==> src/rtl/ocp_pkt_ni.sv <==
module ocp_pkt_ni #(
  parameter int AW  = 32,
  parameter int BLW = 8,
  parameter int PW  = 2,
  parameter int DW  = 64
) (
  input  logic           clk,
  input  logic           rst_n,
  input  logic [2:0]     m_cmd,
  input  logic [AW-1:0]  m_addr,
  input  logic [BLW-1:0] m_burst_len,
  input  logic [DW-1:0]  m_data,
  input  logic           m_data_valid,
  input  logic           m_data_last,
  input  logic           m_resp_acc,
  input  logic [PW-1:0]  m_flag,
  output logic           s_cmd_acc,
  output logic           s_data_acc,
  output logic [1:0]     s_resp,
  output logic [DW-1:0]  s_data,
  output logic           s_resp_last,
  output logic           req_valid,
  output logic [DW-1:0]  req_cell,
  output logic           req_first,
  output logic           req_last,
  output logic [PW-1:0]  req_press,
  input  logic           req_ready,
  input  logic           rsp_valid,
  input  logic [DW-1:0]  rsp_cell,
  input  logic           rsp_last,
  output logic           rsp_ready
);
  localparam logic [2:0] C_IDLE = 3'd0, C_WR = 3'd1, C_RDEX = 3'd3, C_WRNP = 3'd5;
  localparam logic [3:0] K_WR = 4'd1, K_RD = 4'd2, K_LOCK = 4'd3,
                         K_WR_UL = 4'd4, K_WRNP = 4'd5, K_WRNP_UL = 4'd6;
  localparam logic [1:0] R_NULL = 2'd0, R_DVA = 2'd1;
  localparam int PAD = DW - 6 - PW - BLW - AW;

  typedef enum logic [1:0] {Q_IDLE, Q_HDR, Q_NECK, Q_DATA} qst_t;
  typedef enum logic [1:0] {P_HDR, P_DATA, P_ACK} pst_t;

  qst_t qst;
  pst_t pst;
  logic           c_wr, locked;
  logic [3:0]     c_kind;
  logic [AW-1:0]  c_addr;
  logic [BLW-1:0] c_len;
  logic [PW-1:0]  c_flag;

  logic accept, is_wr, is_np;
  assign accept = s_cmd_acc && (m_cmd != C_IDLE);
  assign is_np  = (m_cmd == C_WRNP);
  assign is_wr  = (m_cmd == C_WR) || is_np;

  logic [3:0] kind_n;
  always_comb begin
    if (m_cmd == C_RDEX)  kind_n = K_LOCK;
    else if (is_wr)       kind_n = locked ? (is_np ? K_WRNP_UL : K_WR_UL)
                                          : (is_np ? K_WRNP : K_WR);
    else                  kind_n = K_RD;
  end

  always_ff @(posedge clk) begin
    if (!rst_n) begin
      qst    <= Q_IDLE;
      locked <= 1'b0;
      c_wr   <= 1'b0;
      c_kind <= '0;
      c_addr <= '0;
      c_len  <= '0;
      c_flag <= '0;
    end else begin
      case (qst)
        Q_IDLE: if (accept) begin
          qst    <= Q_HDR;
          c_wr   <= is_wr;
          c_kind <= kind_n;
          c_addr <= m_addr;
          c_len  <= m_burst_len;
          c_flag <= m_flag;
          if (m_cmd == C_RDEX) locked <= 1'b1;
          else if (is_wr)      locked <= 1'b0;
        end
        Q_HDR:  if (req_ready) qst <= Q_NECK;
        Q_NECK: if (req_ready) qst <= c_wr ? Q_DATA : Q_IDLE;
        default: if (m_data_valid && req_ready && m_data_last) qst <= Q_IDLE;
      endcase
    end
  end

  logic [DW-1:0] hdr, nck;
  assign hdr = {{PAD{1'b0}}, c_addr, c_len, c_flag, c_addr[AW-1 -: 2], c_kind};
  assign nck = {{(DW-AW){1'b0}}, c_addr};

  assign s_cmd_acc  = (qst == Q_IDLE);
  assign s_data_acc = (qst == Q_DATA) && req_ready;
  assign req_valid  = (qst == Q_HDR) || (qst == Q_NECK) || ((qst == Q_DATA) && m_data_valid);
  assign req_first  = (qst == Q_HDR);
  assign req_last   = ((qst == Q_NECK) && !c_wr) || ((qst == Q_DATA) && m_data_last);
  assign req_press  = (qst == Q_IDLE) ? '0 : c_flag;
  assign req_cell   = (qst == Q_HDR) ? hdr : (qst == Q_NECK) ? nck : m_data;

  always_ff @(posedge clk) begin
    if (!rst_n) pst <= P_HDR;
    else case (pst)
      P_HDR:  if (rsp_valid) pst <= rsp_last ? P_ACK : P_DATA;
      P_DATA: if (rsp_valid && m_resp_acc && rsp_last) pst <= P_HDR;
      default: if (m_resp_acc) pst <= P_HDR;
    endcase
  end

  assign rsp_ready   = (pst == P_HDR) || ((pst == P_DATA) && m_resp_acc);
  assign s_resp      = (((pst == P_DATA) && rsp_valid) || (pst == P_ACK)) ? R_DVA : R_NULL;
  assign s_data      = (pst == P_DATA) ? rsp_cell : '0;
  assign s_resp_last = ((pst == P_DATA) && rsp_valid && rsp_last) || (pst == P_ACK);

  p_hdr_next_r2: assert property (@(posedge clk) disable iff (!rst_n)
    accept |=> (req_valid && req_first));
  p_press_r6: assert property (@(posedge clk) disable iff (!rst_n)
    accept |=> (req_press == $past(m_flag)));
  p_lock_kind_r7: assert property (@(posedge clk) disable iff (!rst_n)
    (accept && m_cmd == C_RDEX) |=> (req_cell[3:0] == K_LOCK));
  p_busy_r8: assert property (@(posedge clk) disable iff (!rst_n)
    req_valid |-> !s_cmd_acc);
  p_ack_r10: assert property (@(posedge clk) disable iff (!rst_n)
    (rsp_ready && !s_resp_last && rsp_valid && rsp_last && s_resp == R_NULL)
      |=> (s_resp == R_DVA && s_resp_last));
  p_hold_r11: assert property (@(posedge clk) disable iff (!rst_n)
    (req_valid && !req_ready && qst != Q_DATA) |=> (req_valid && $stable(req_cell)));
  p_rsp_hold_r12: assert property (@(posedge clk) disable iff (!rst_n)
    (pst == P_ACK && !m_resp_acc) |=> (s_resp == R_DVA && s_resp_last));
endmodule

==> config.mk <==
export PLATFORM = sky130hd
export DESIGN_NAME = ocp_pkt_ni
export DESIGN_NICKNAME = d
export VERILOG_FILES = /design/src/rtl/ocp_pkt_ni.sv
export SDC_FILE = /design/constraint.sdc
export NUM_CORES = 1
export LEC_CHECK = 0
export BUFFER_PORTS_ARGS = -buffer_cell sky130_fd_sc_hd__buf_2
export CAP_MARGIN = 5
export CELL_PAD_IN_SITES_DETAIL_PLACEMENT = 0
export CELL_PAD_IN_SITES_GLOBAL_PLACEMENT = 2
export CORE_MARGIN = 2
export CORE_UTILIZATION = 20
export CTS_CLUSTER_SIZE = 10
export DETAILED_ROUTE_END_ITERATION = 10
export MAX_ROUTING_LAYER = met4
export PLACE_DENSITY = 0.83
export SETUP_SLACK_MARGIN = 0.2
export SYNTH_ARGS = -nofsm -noshare
export SYNTH_HDL_FRONTEND = slang
export SYNTH_SLANG_ARGS = --single-unit
==> constraint.sdc <==
create_clock -name clk -period 2.8 [get_ports clk]
set_clock_uncertainty 0.05 [all_clocks]
set_input_delay 0.14 -clock clk [delete_from_list [all_inputs] [get_ports clk]]
set_output_delay 0.14 -clock clk [all_outputs]
set_load 0.005 [all_outputs]
==> key figures, run 1 <==
STA
  • RSZ-0062 raised after global routing: no
  • Fin Setup TNS: 0 ns
  • Period utilization: 87.5%
  • Min Tclk post-route: 2.45 ns
  • Slew @ Worst Pin: 1.08 ns
  • # setup viols final: 0
  • Rel. slew slack: 28.2%
  • Final Hold Violating Endpoints: 0
  • F_max: 408 MHz
  • Max-slew violation count: 0

Synth
  • Average cell area after synthesis: 7.77 um2
  • Post-synth ARST share: 0%
  • FF+latch count, synth: 51
  • Number of flops mapped to enable cells by yosys: 0
  • Area leader, netlist: dfxtp_1
  • Post-synth top cells: nand2_1 (127), and2_1 (82), dfxtp_1 (51)
  • Count leader, synth: nand2_1
  • Seq/Total Area, Yosys: 28.0%
  • Top post-synthesis cells by area: dfxtp_1 (28%), and2_1 (14%), nand2_1 (13%), a21boi_2 (12%), mux2i_1 (9.6%)
  • Ys Warns: 0
  • Cell variety after synth: 36
  • Cells after synthesis: 470
  • Cell Area, Synth: 3650 um2
  • Synth Flop Type: dfxtp_1
  • Post-Syn Nets: 655
  • Top cell type's share of synthesized area: 28.0%

Routing
  • Detailed-route via count: 4194
  • Vias per cell: 4.20
  • Highest routing layer actually used: met4
  • Met2 routed WL: 8.03 mm
  • DRT Wirelength: 16.5 mm
  • First drt pass iteration count: 4
  • Met3 wire length: 1.11 mm
  • DR DRC count: 0
  • Iter 0 DRT Violations: 201
  • Number of routed nets with antenna violations: 0
  • Met1 wire length: 7.24 mm
  • Average wire per standard cell: 16.5 um

Floorplan
  • Die Y: 139 um
  • Initial Utilization: 20.3%
  • Die W: 139 um
  • Core ar.: 18000 um2
  • Die area: 19300 um2
  • I/O pin total: 320
  • Row count: 49

Power and ir drop
  • Net switching power: 0.00166 W
  • Leakage: 2.82 nW
  • Int Pwr: 0.00225 W
  • Clock power share: 17.7%
  • Worst vdd ir: 0.000311 V
  • Sequential power share: 27.0%
  • Sw frac: 42.4%
  • PwrDens: 700 nW/um2
  • Comb power frac: 55.3%

Clocking
  • Clock root buffer: clkbuf_16
  • Hold_buf cts: 0
  • CTS tree: done
  • Number of gates resized after cts: 0
  • Clk pin slew, worst setup/hold paths: 0.07 ns
  • CTS H-tree lvls: 2
  • Worst skew pair latency: 0.29 ns
  • Sink Count: 51
  • Num CTS Buffers: 5
  • Setup bufs post-CTS: 0
  • CTS Buffer Depth: 2

Worst setup path
  • R2r endpoint: c_kind[1]$_SDFFE_PN0P_
  • Cells on worst reg2reg path: 6
  • FF-to-FF Start: qst[0]$_SDFFE_PN0P_
  • Crit path max fanout: 22
  • Type of the worst setup path: flop to output pin
  • Critical path data arrival time: 2.26 ns
  • Critical path startpoint category: flop
  • Setup crit start: qst[0]$_SDFFE_PN0P_
  • Data required, critical path: 2.61 ns
  • R2R Setup Slk: 0.64 ns
  • Critical Path End Type: output pin
  • Crit path to: req_cell[19]

Place
  • DP HPWL: 13.4 mm
  • Placed instance area: 5410 um2
  • IO buf count: 318
  • Inst Count DP: 987
  • GPL Wtd Cong: 0.759

GRT
  • Largest net degree at the start of global routing: 66
  • First-pass GRT wire length: 24.5 mm
  • Antenna violations before repair: 4
  • Vias in the first global route: 4113
  • All-Layer GR Usage: 16.7%
  • Grt total ovfl: 0

Cells and area
  • Final core occ: 31.1%
  • Non-Filler Instances: 999
  • Design area: 5590 um2
  • P&R area growth vs syn: 53.1%
  • Nets@finish: 950
  • Layout cells sized above 1: 49.9%

Worst hold path
  • HP Class: input pin to flop

Run
  • Max-Cap Viols: 0

Status
  • Status: complete, no violations
==> state kept, by name, indices dropped and copies added (netlist names) <==
signal,count
c_kind,3
c_addr,32
locked,1
c_flag,2
qst,2
c_len,8
pst,2
c_wr,1
==> cell families (layout without fill, tap and decap cells) <==
logic type / after synthesis / in the layout / share of synthesized area (%)
DFF: 51 / 51 / 28.0
buffers and inverters: 45 / 340 / 6.27
AOI/OAI and AO/OA: 107 / 107 / 24.8
and+or+nand+nor: 227 / 227 / 29.9
adders and majority gates: 4 / 4 / 1.37
muxes: 35 / 35 / 9.60
other: 1 / 6 / 0.103
==> layout make-up <==
cell class | count | area (um2)
Antenna cell | 5 | 12.5
Fill cell | 2009 | 12400
Clock inverter | 2 | 37.5
Timing Repair Buffer | 327 | 1670
Clock buffer | 5 | 125
Tap cell | 229 | 287
Multi-Input combinational cell | 374 | 2410
Inverter | 6 | 22.5
Sequential cell | 51 | 1020
==> metrics by stage <==
stage          worst slack, ns  hold slack (ns)  total power, W
3_5_place_dp             0.626            0.343         0.00329
3_3_place_gp             0.701            0.342         0.00327
4_1_cts                  0.304           0.0276         0.00400
2_1_floorplan             1.20            0.235         0.00238
5_1_grt                  0.240           0.0395         0.00424
6_report                 0.351           0.0342         0.00391
==> power groups by stage <==
stage / Sequential, W / Combinational [W] / Clock [W]
after floorplan: 0.000996 / 0.00138 / 0
after global placement: 0.00107 / 0.00220 / 0
after detailed placement: 0.00108 / 0.00221 / 0
after CTS: 0.00106 / 0.00221 / 0.000721
after global routing: 0.00108 / 0.00241 / 0.000745
final: 0.00106 / 0.00216 / 0.000693
==> cell usage in the layout, fill, tap and decap left out, types with 2 or more instances in the layout <==
cell type    n
buf_2      318
nand2_1    127
and2_1      82
dfxtp_1     51
a21boi_2    40
mux2i_1     35
o21ai_0     34
a22o_1      14
buf_4        8
inv_1        6
diode_2      5
nor2_1       5
nor2b_1      5
clkbuf_16    5
a21oi_1      3
a21boi_0     3
nand2b_1     2
a21o_1       2
ha_1         2
ha_2         2
==> critical path: stages, from the launching register on <==
cell	delay, ns
dfxtp_1	0.36
inv_1	0.12
ha_2	0.66
buf_12	0.26
mux2i_1	0.26
o21ai_0	0.13
buf_2	0.15
==> metal layers <==
layer  GRT usage, %  vias to the layer above
li1               -                     2144
met1           20.0                     1892
met2           28.5                      151
met3           4.18                        7
met4           3.30                        0
met5              -                        -
==> how the worst min path moves through the flow <==
| stage | start | to | slack, ns | depth (start not counted) |
|---|---|---|---|---|
| after CTS | m_addr[21] | c_addr[21]$_SDFFE_PN0P_ | 0.03 | 3 |
| after global placement | m_addr[3] | c_addr[3]$_SDFFE_PN0P_ | 0.34 | 3 |
| after detailed placement | m_addr[21] | c_addr[21]$_SDFFE_PN0P_ | 0.34 | 3 |
| after floorplan | m_burst_len[0] | c_len[0]$_SDFFE_PN0P_ | 0.23 | 2 |
| after global routing | m_addr[23] | c_addr[23]$_SDFFE_PN0P_ | 0.04 | 3 |
| final | m_addr[21] | c_addr[21]$_SDFFE_PN0P_ | 0.03 | 3 |
Power figures use the tool's default switching activity.
==> run 2: changes to the inputs <==
--- a/config.mk
+++ b/config.mk
@@ -16,3 +16,3 @@
 export MAX_ROUTING_LAYER = met4
-export PLACE_DENSITY = 0.83
+export PLACE_DENSITY_LB_ADDON = 0.25
 export SETUP_SLACK_MARGIN = 0.2
--- a/constraint.sdc
+++ b/constraint.sdc
@@ -4,2 +4,2 @@
 set_output_delay 0.14 -clock clk [all_outputs]
-set_load 0.005 [all_outputs]
+set_load 0.01 [all_outputs]
==> key figures, run 2 (same netlist as run 1, synthesis figures left out) <==
STA
  • Hold_ws: 0.0374 ns (+0.00324 ns)
  • # setup viols final: 0 (unchanged)
  • Min Tclk post-route: 2.30 ns (-0.146 ns)
  • Rel. slew slack: 31.9% (+3.8 points)
  • F_max: 434 MHz (+6.3%)
  • RSZ-0062 raised after global routing: no
  • Final Hold Violating Endpoints: 0 (unchanged)
  • Slew @ Worst Pin: 1.02 ns (-0.0563 ns)
  • Max-slew violation count: 0 (unchanged)
  • Period utilization: 82.2% (-5.2 points)
  • Fin Setup TNS: 0 ns (unchanged)

Worst setup path
  • Data required, critical path: 2.61 ns (about the same)
  • Critical Path End Type: output pin
  • R2R Setup Slk: 0.71 ns (+0.07 ns)
  • Critical path startpoint category: flop
  • Crit path max fanout: 38 (+73%)
  • Type of the worst setup path: flop to output pin
  • Critical path data arrival time: 2.11 ns (-0.15 ns)

Routing
  • Met1 wire length: 7.58 mm (+4.7%)
  • Number of routed nets with antenna violations: 0 (unchanged)
  • Met3 wire length: 1.27 mm (+14%)
  • Highest routing layer actually used: met4
  • Met2 routed WL: 8.24 mm (+2.6%)
  • Iter 0 DRT Violations: 160 (-20%)
  • Detailed-route via count: 4277 (+2.0%)
  • Vias per cell: 4.29 (+2.1%)
  • Average wire per standard cell: 17.3 um (+4.5%)
  • DRT Wirelength: 17.3 mm (+4.4%)
  • First drt pass iteration count: 4 (unchanged)
  • DR DRC count: 0 (unchanged)

Power and ir drop
  • Net switching power: 0.00186 W (+12%)
  • Leakage: 2.84 nW (+0.62%)
  • Int Pwr: 0.00231 W (+2.3%)
  • Sequential power share: 25.3% (-1.7 points)
  • PwrDens: 744 nW/um2 (+6.2%)
  • Sw frac: 44.7% (+2.3 points)
  • Clock power share: 17.6% (about the same)
  • Comb power frac: 57.2% (+1.9 points)
  • Worst vdd ir: 0.000395 V (+27%)

Clocking
  • CTS tree: done
  • Num CTS Buffers: 5 (unchanged)
  • Clock root buffer: clkbuf_16
  • Setup bufs post-CTS: 0 (unchanged)
  • Hold_buf cts: 0 (unchanged)
  • Sink Count: 51 (unchanged)
  • Clk pin slew, worst setup/hold paths: 0.08 ns (about the same)
  • CTS H-tree lvls: 2 (unchanged)
  • CTS Buffer Depth: 2 (unchanged)
  • Worst skew pair latency: 0.29 ns (about the same)

GRT
  • First-pass GRT wire length: 26.2 mm (+6.9%)
  • Antenna violations before repair: 1 (-3)
  • All-Layer GR Usage: 17.7% (+0.99 points)
  • Largest net degree at the start of global routing: 66 (unchanged)
  • Grt total ovfl: 0 (unchanged)
  • Vias in the first global route: 4464 (+8.5%)

Place
  • IO buf count: 318 (unchanged)
  • GPL Wtd Cong: 1.15 (+52%)
  • DP HPWL: 13.9 mm (+4.4%)

Cells and area
  • Most frequent cells in the layout: buf_2 (318), nand2_1 (127), and2_1 (82), dfxtp_1 (51), a21boi_2 (40)
  • Register area: 1020 um2 (unchanged)
  • Largest registers: c_addr: 32 flops, c_len: 8 flops, c_kind: 3 flops
  • P&R area growth vs syn: 53.7%
  • Multi-input logic area: 2420 um2 (+0.42%)
  • Commonest non-fill, non-tap cell in the layout: buf_2
  • Layout cells sized above 1: 50.1% (+0.13 points)
  • Number of flip-flops in the largest register: 32 (unchanged)
  • Fillers: 2012 (+0.15%)
  • Final core occ: 31.2% (+0.12 points)
  • Nets@finish: 951 (+0.11%)
  • Register ranked first by flip-flop count: c_addr

Floorplan
  • Die area: 19300 um2 (unchanged)
  • Core ar.: 18000 um2 (unchanged)
  • I/O pin total: 320 (unchanged)
  • Die W: 139 um (unchanged)
  • Row count: 49 (unchanged)
  • Die Y: 139 um (unchanged)
  • Initial Utilization: 20.3% (unchanged)

Run
  • Max-Cap Viols: 0 (unchanged)

Worst hold path
  • HP Class: input pin to flop

Status
  • Status: complete, no violations
-- run 2: area by class of cell --
class,instances,area share [%]
tap,229,5.11
sequential,51,18.2
antenna,2,0.0892
inverter,6,0.402
clock buffer,6,2.48
timing repair buffer,328,29.9
multi-input combinational,374,43.2
clock inverter,2,0.625
-- run 2: final timing paths --
check                         from                 endpoint  cells after the start
max reg2reg    qst[0]$_SDFFE_PN0P_  c_addr[13]$_SDFFE_PN0P_                      7
min reg2reg  c_len[3]$_SDFFE_PN0P_    c_len[3]$_SDFFE_PN0P_                      2
max            qst[0]$_SDFFE_PN0P_             req_cell[58]                      7
min                 m_burst_len[3]    c_len[3]$_SDFFE_PN0P_                      3
-- run 2: critical path, cell delays in order (launching register included) --
cell,delay [ns]
dfxtp_1,0.46
inv_1,0.13
ha_2,0.22
buf_12,0.21
nor2_2,0.10
buf_4,0.29
and2_1,0.23
buf_2,0.15
-- run 2: per-layer routing --
metal,track usage [%],vias up
li1,-,2143
met1,22.0,1949
met2,29.1,172
met3,4.70,13
met4,3.30,0
met5,-,-
-- run 2: per-stage QoR --
step / instances / instance area (um2) / setup WS (ns) / total power [W]
4_1_cts: 996 / 5590 / 0.272 / 0.00424
5_1_grt: 997 / 5610 / 0.360 / 0.00452
3_3_place_gp: 988 / 5420 / 0.662 / 0.00346
3_5_place_dp: 988 / 5420 / 0.595 / 0.00350
2_1_floorplan: 470 / 3650 / 1.16 / 0.00255
6_report: 998 / 5610 / 0.497 / 0.00417
-- run 2: timing repair --
action	CTS	global route
endpoints found under the hold margin	0	0
setup endpoints to repair	0	1
gates resized for setup	0	1
-- run 2: power by group through the flow --
stage | clock network (W) | registers, W | logic (W)
global route | 0.000786 | 0.00108 | 0.00266
detailed placement | 0 | 0.00107 | 0.00242
finish | 0.000733 | 0.00105 | 0.00238
floorplan | 0 | 0.000996 | 0.00156
global placement | 0 | 0.00107 | 0.00239
CTS | 0.000753 | 0.00106 | 0.00243
==> run 3: changes to the inputs <==
CORE_UTILIZATION = 18   (was 20)
clock period = 2.3 ns   (was 2.8 ns; I/O delays follow)
==> key figures, run 3 (same netlist as run 1, synthesis figures left out) <==
Cells and area
  • Register area: 1020 um2 (+0.12%)
  • Fillers: 2261 (+12%)
  • Non-Filler Instances: 1054 (+5.6%)
  • Commonest non-fill, non-tap cell in the layout: buf_2
  • Number of flip-flops in the largest register: 32 (unchanged)
  • Multi-input logic area: 2440 um2 (+0.83%)
  • Most frequent cells in the layout: buf_2 (318), nand2_1 (127), and2_1 (82), dfxtp_1 (50), a21boi_2 (40)
  • Nets@finish: 966 (+1.6%)
  • Largest registers: c_addr: 32 flops, c_len: 8 flops, c_kind: 3 flops
  • P&R area growth vs syn: 61.4%
  • Layout cells sized above 1: 49.9% (-0.19 points)
  • Register ranked first by flip-flop count: c_addr

Routing
  • Met2 routed WL: 8.79 mm (+6.7%)
  • First drt pass iteration count: 4 (unchanged)
  • DRT Wirelength: 18.6 mm (+7.9%)
  • Met1 wire length: 8.29 mm (+9.4%)
  • Average wire per standard cell: 17.7 um (+2.2%)
  • Iter 0 DRT Violations: 197 (+23%)
  • Detailed-route via count: 4325 (+1.1%)
  • Met3 wire length: 1.39 mm (+9.7%)
  • Vias per cell: 4.10 (-4.3%)
  • Number of routed nets with antenna violations: 0 (unchanged)
  • DR DRC count: 0 (unchanged)
  • Highest routing layer actually used: met4

Floorplan
  • I/O pin total: 320 (unchanged)
  • Row count: 52 (+6.1%)
  • Die W: 146 um (+5.3%)
  • Core ar.: 20000 um2 (+12%)
  • Initial Utilization: 18.2% (-2.1 points)
  • Die Y: 146 um (+5.3%)
  • Die area: 21400 um2 (+11%)

Place
  • Inst Count DP: 1028 (+4.0%)
  • DP HPWL: 14.3 mm (+2.7%)
  • GPL Wtd Cong: 1.05 (-9.2%)
  • IO buf count: 318 (unchanged)
  • Post-Place Worst Slack: 0.0274 ns (-0.567 ns)

Clocking
  • Sink Count: 51 (unchanged)
  • CTS Buffer Depth: 2 (unchanged)
  • CTS tree: done
  • Num CTS Buffers: 5 (unchanged)
  • CTS H-tree lvls: 2 (unchanged)
  • Worst skew pair latency: 0.30 ns (about the same)
  • Clk pin slew, worst setup/hold paths: 0.07 ns (about the same)
  • Clock root buffer: clkbuf_16

Worst setup path
  • R2r endpoint: qst[1]$_SDFFE_PN0P_
  • R2R Setup Slk: 0.29 ns (-0.42 ns)
  • Cells on worst reg2reg path: 6 (-1)
  • Critical Path End Type: flop
  • Critical path data arrival time: 2.18 ns (+0.07 ns)
  • FF-to-FF Start: qst[1]$_SDFFE_PN0P_
  • Data required, critical path: 2.47 ns (-0.14 ns)
  • Type of the worst setup path: flop to flop
  • Critical path startpoint category: flop
  • Crit path max fanout: 40 (+5.3%)

GRT
  • All-Layer GR Usage: 16.5% (-1.2 points)
  • First-pass GRT wire length: 26.4 mm (+0.71%)
  • Vias in the first global route: 4304 (-3.6%)
  • Antenna violations before repair: 2 (+1)
  • Grt total ovfl: 0 (unchanged)
  • Largest net degree at the start of global routing: 81 (+23%)

Power and ir drop
  • Sw frac: 44.6% (-0.045 points)
  • Net switching power: 0.00240 W (+29%)
  • Clock power share: 16.8% (-0.8 points)
  • PwrDens: 911 nW/um2 (+23%)
  • Int Pwr: 0.00297 W (+29%)
  • Leakage: 2.94 nW (+3.4%)
  • Worst vdd ir: 0.000424 V (+7.3%)
  • Sequential power share: 23.8% (-1.5 points)
  • Comb power frac: 59.4% (+2.2 points)

Run
  • Max-Cap Viols: 0 (unchanged)

Worst hold path
  • Hold Path Cell Cnt: 3 (unchanged)
  • Min-delay src: m_addr[17]
  • HP Class: input pin to flop
  • Worst hold endpoint: c_addr[17]$_SDFFE_PN0P_

STA
  • # setup viols final: 0 (unchanged)
  • Period utilization: 87.5%
  • Fin Setup TNS: 0 ns (unchanged)
  • Min Tclk post-route: 2.01 ns
  • RSZ-0062 raised after global routing: yes
  • F_max: 497 MHz
  • Final worst-path setup slack: 0.287 ns (-0.210 ns)
  • Final Hold Violating Endpoints: 0 (unchanged)
  • Max-slew violation count: 0 (unchanged)

Status
  • Status: complete, no violations
## run 3: cell count changes in the layout (fill, tap and decap cells not counted), moves of 2 or more
cell | previous run | this run
clkbuf_16 | 5 | 7
buf_4 | 9 | 6
buf_12 | 1 | 4
dlygate4sd3_1 | 0 | 11
nor2_4 | 0 | 2
## run 3: what timing repair did
action                                 in CTS  in global routing
gates resized for setup                     1                  5
hold buffers                               11                  0
setup buffers                               0                  2
setup endpoints to repair                  33                 44
cloned                                      0                  3
endpoints found under the hold margin      11                  0
pin swaps                                   0                  1
## run 3: how the worst max path moves through the flow
| stage | from | to | cells after the start |
|---|---|---|---|
| after floorplan | qst[1]$_SDFFE_PN0P_ | qst[0]$_SDFFE_PN0P_ | 6 |
| after global placement | qst[0]$_SDFFE_PN0P_ | req_cell[47] | 6 |
| after detailed placement | qst[0]$_SDFFE_PN0P_ | req_cell[47] | 6 |
| after CTS | qst[0]$_SDFFE_PN0P_ | req_cell[47] | 6 |
| after global routing | qst[1]$_SDFFE_PN0P_ | req_cell[22] | 6 |
| final | qst[1]$_SDFFE_PN0P_ | qst[1]$_SDFFE_PN0P_ | 6 |
## run 3: cell type report
cell class	instances	share of cell area, %
repair buffers	342	32.1
multi-input cells	375	41.4
clock inverters	2	0.595
clock buffers	6	2.36
well taps	270	5.73
flip-flops and latches	51	17.4
diodes	2	0.0850
inverters	6	0.382
## run 3: metrics by stage
stage	utilization, %	hold WS [ns]	total power, W	area (um2)
4_1_cts	28.8	0.00136	0.00527	5780
3_3_place_gp	27.4	0.315	0.00426	5490
5_1_grt	29.4	0.0111	0.00578	5890
3_5_place_dp	27.4	0.318	0.00431	5490
6_report	29.4	0.0120	0.00537	5890
2_1_floorplan	-	0.210	0.00311	3650
## run 3: critical path, stage by stage, from the launching register on
cell and delay, ns:
dfxtp_1 0.42, inv_1 0.11, ha_2 0.28, clkbuf_16 0.25, a211o_1 0.30, a32oi_2 0.26
mux2i_1 0.26
## run 3: power groups by stage
| stage | registers (W) | clock network [W] | logic, W |
|---|---|---|---|
| floorplan | 0.00121 | 0 | 0.00189 |
| global placement | 0.00129 | 0 | 0.00298 |
| detailed placement | 0.00130 | 0 | 0.00301 |
| CTS | 0.00128 | 0.000947 | 0.00304 |
| global route | 0.00131 | 0.000972 | 0.00350 |
| finish | 0.00128 | 0.000901 | 0.00319 |
## run 3: routing by layer
metal / global-route usage, % / vias up
met5: - / -
met4: 3.20 / 0
met3: 4.84 / 8
met2: 26.2 / 167
met1: 20.9 / 1973
li1: - / 2177
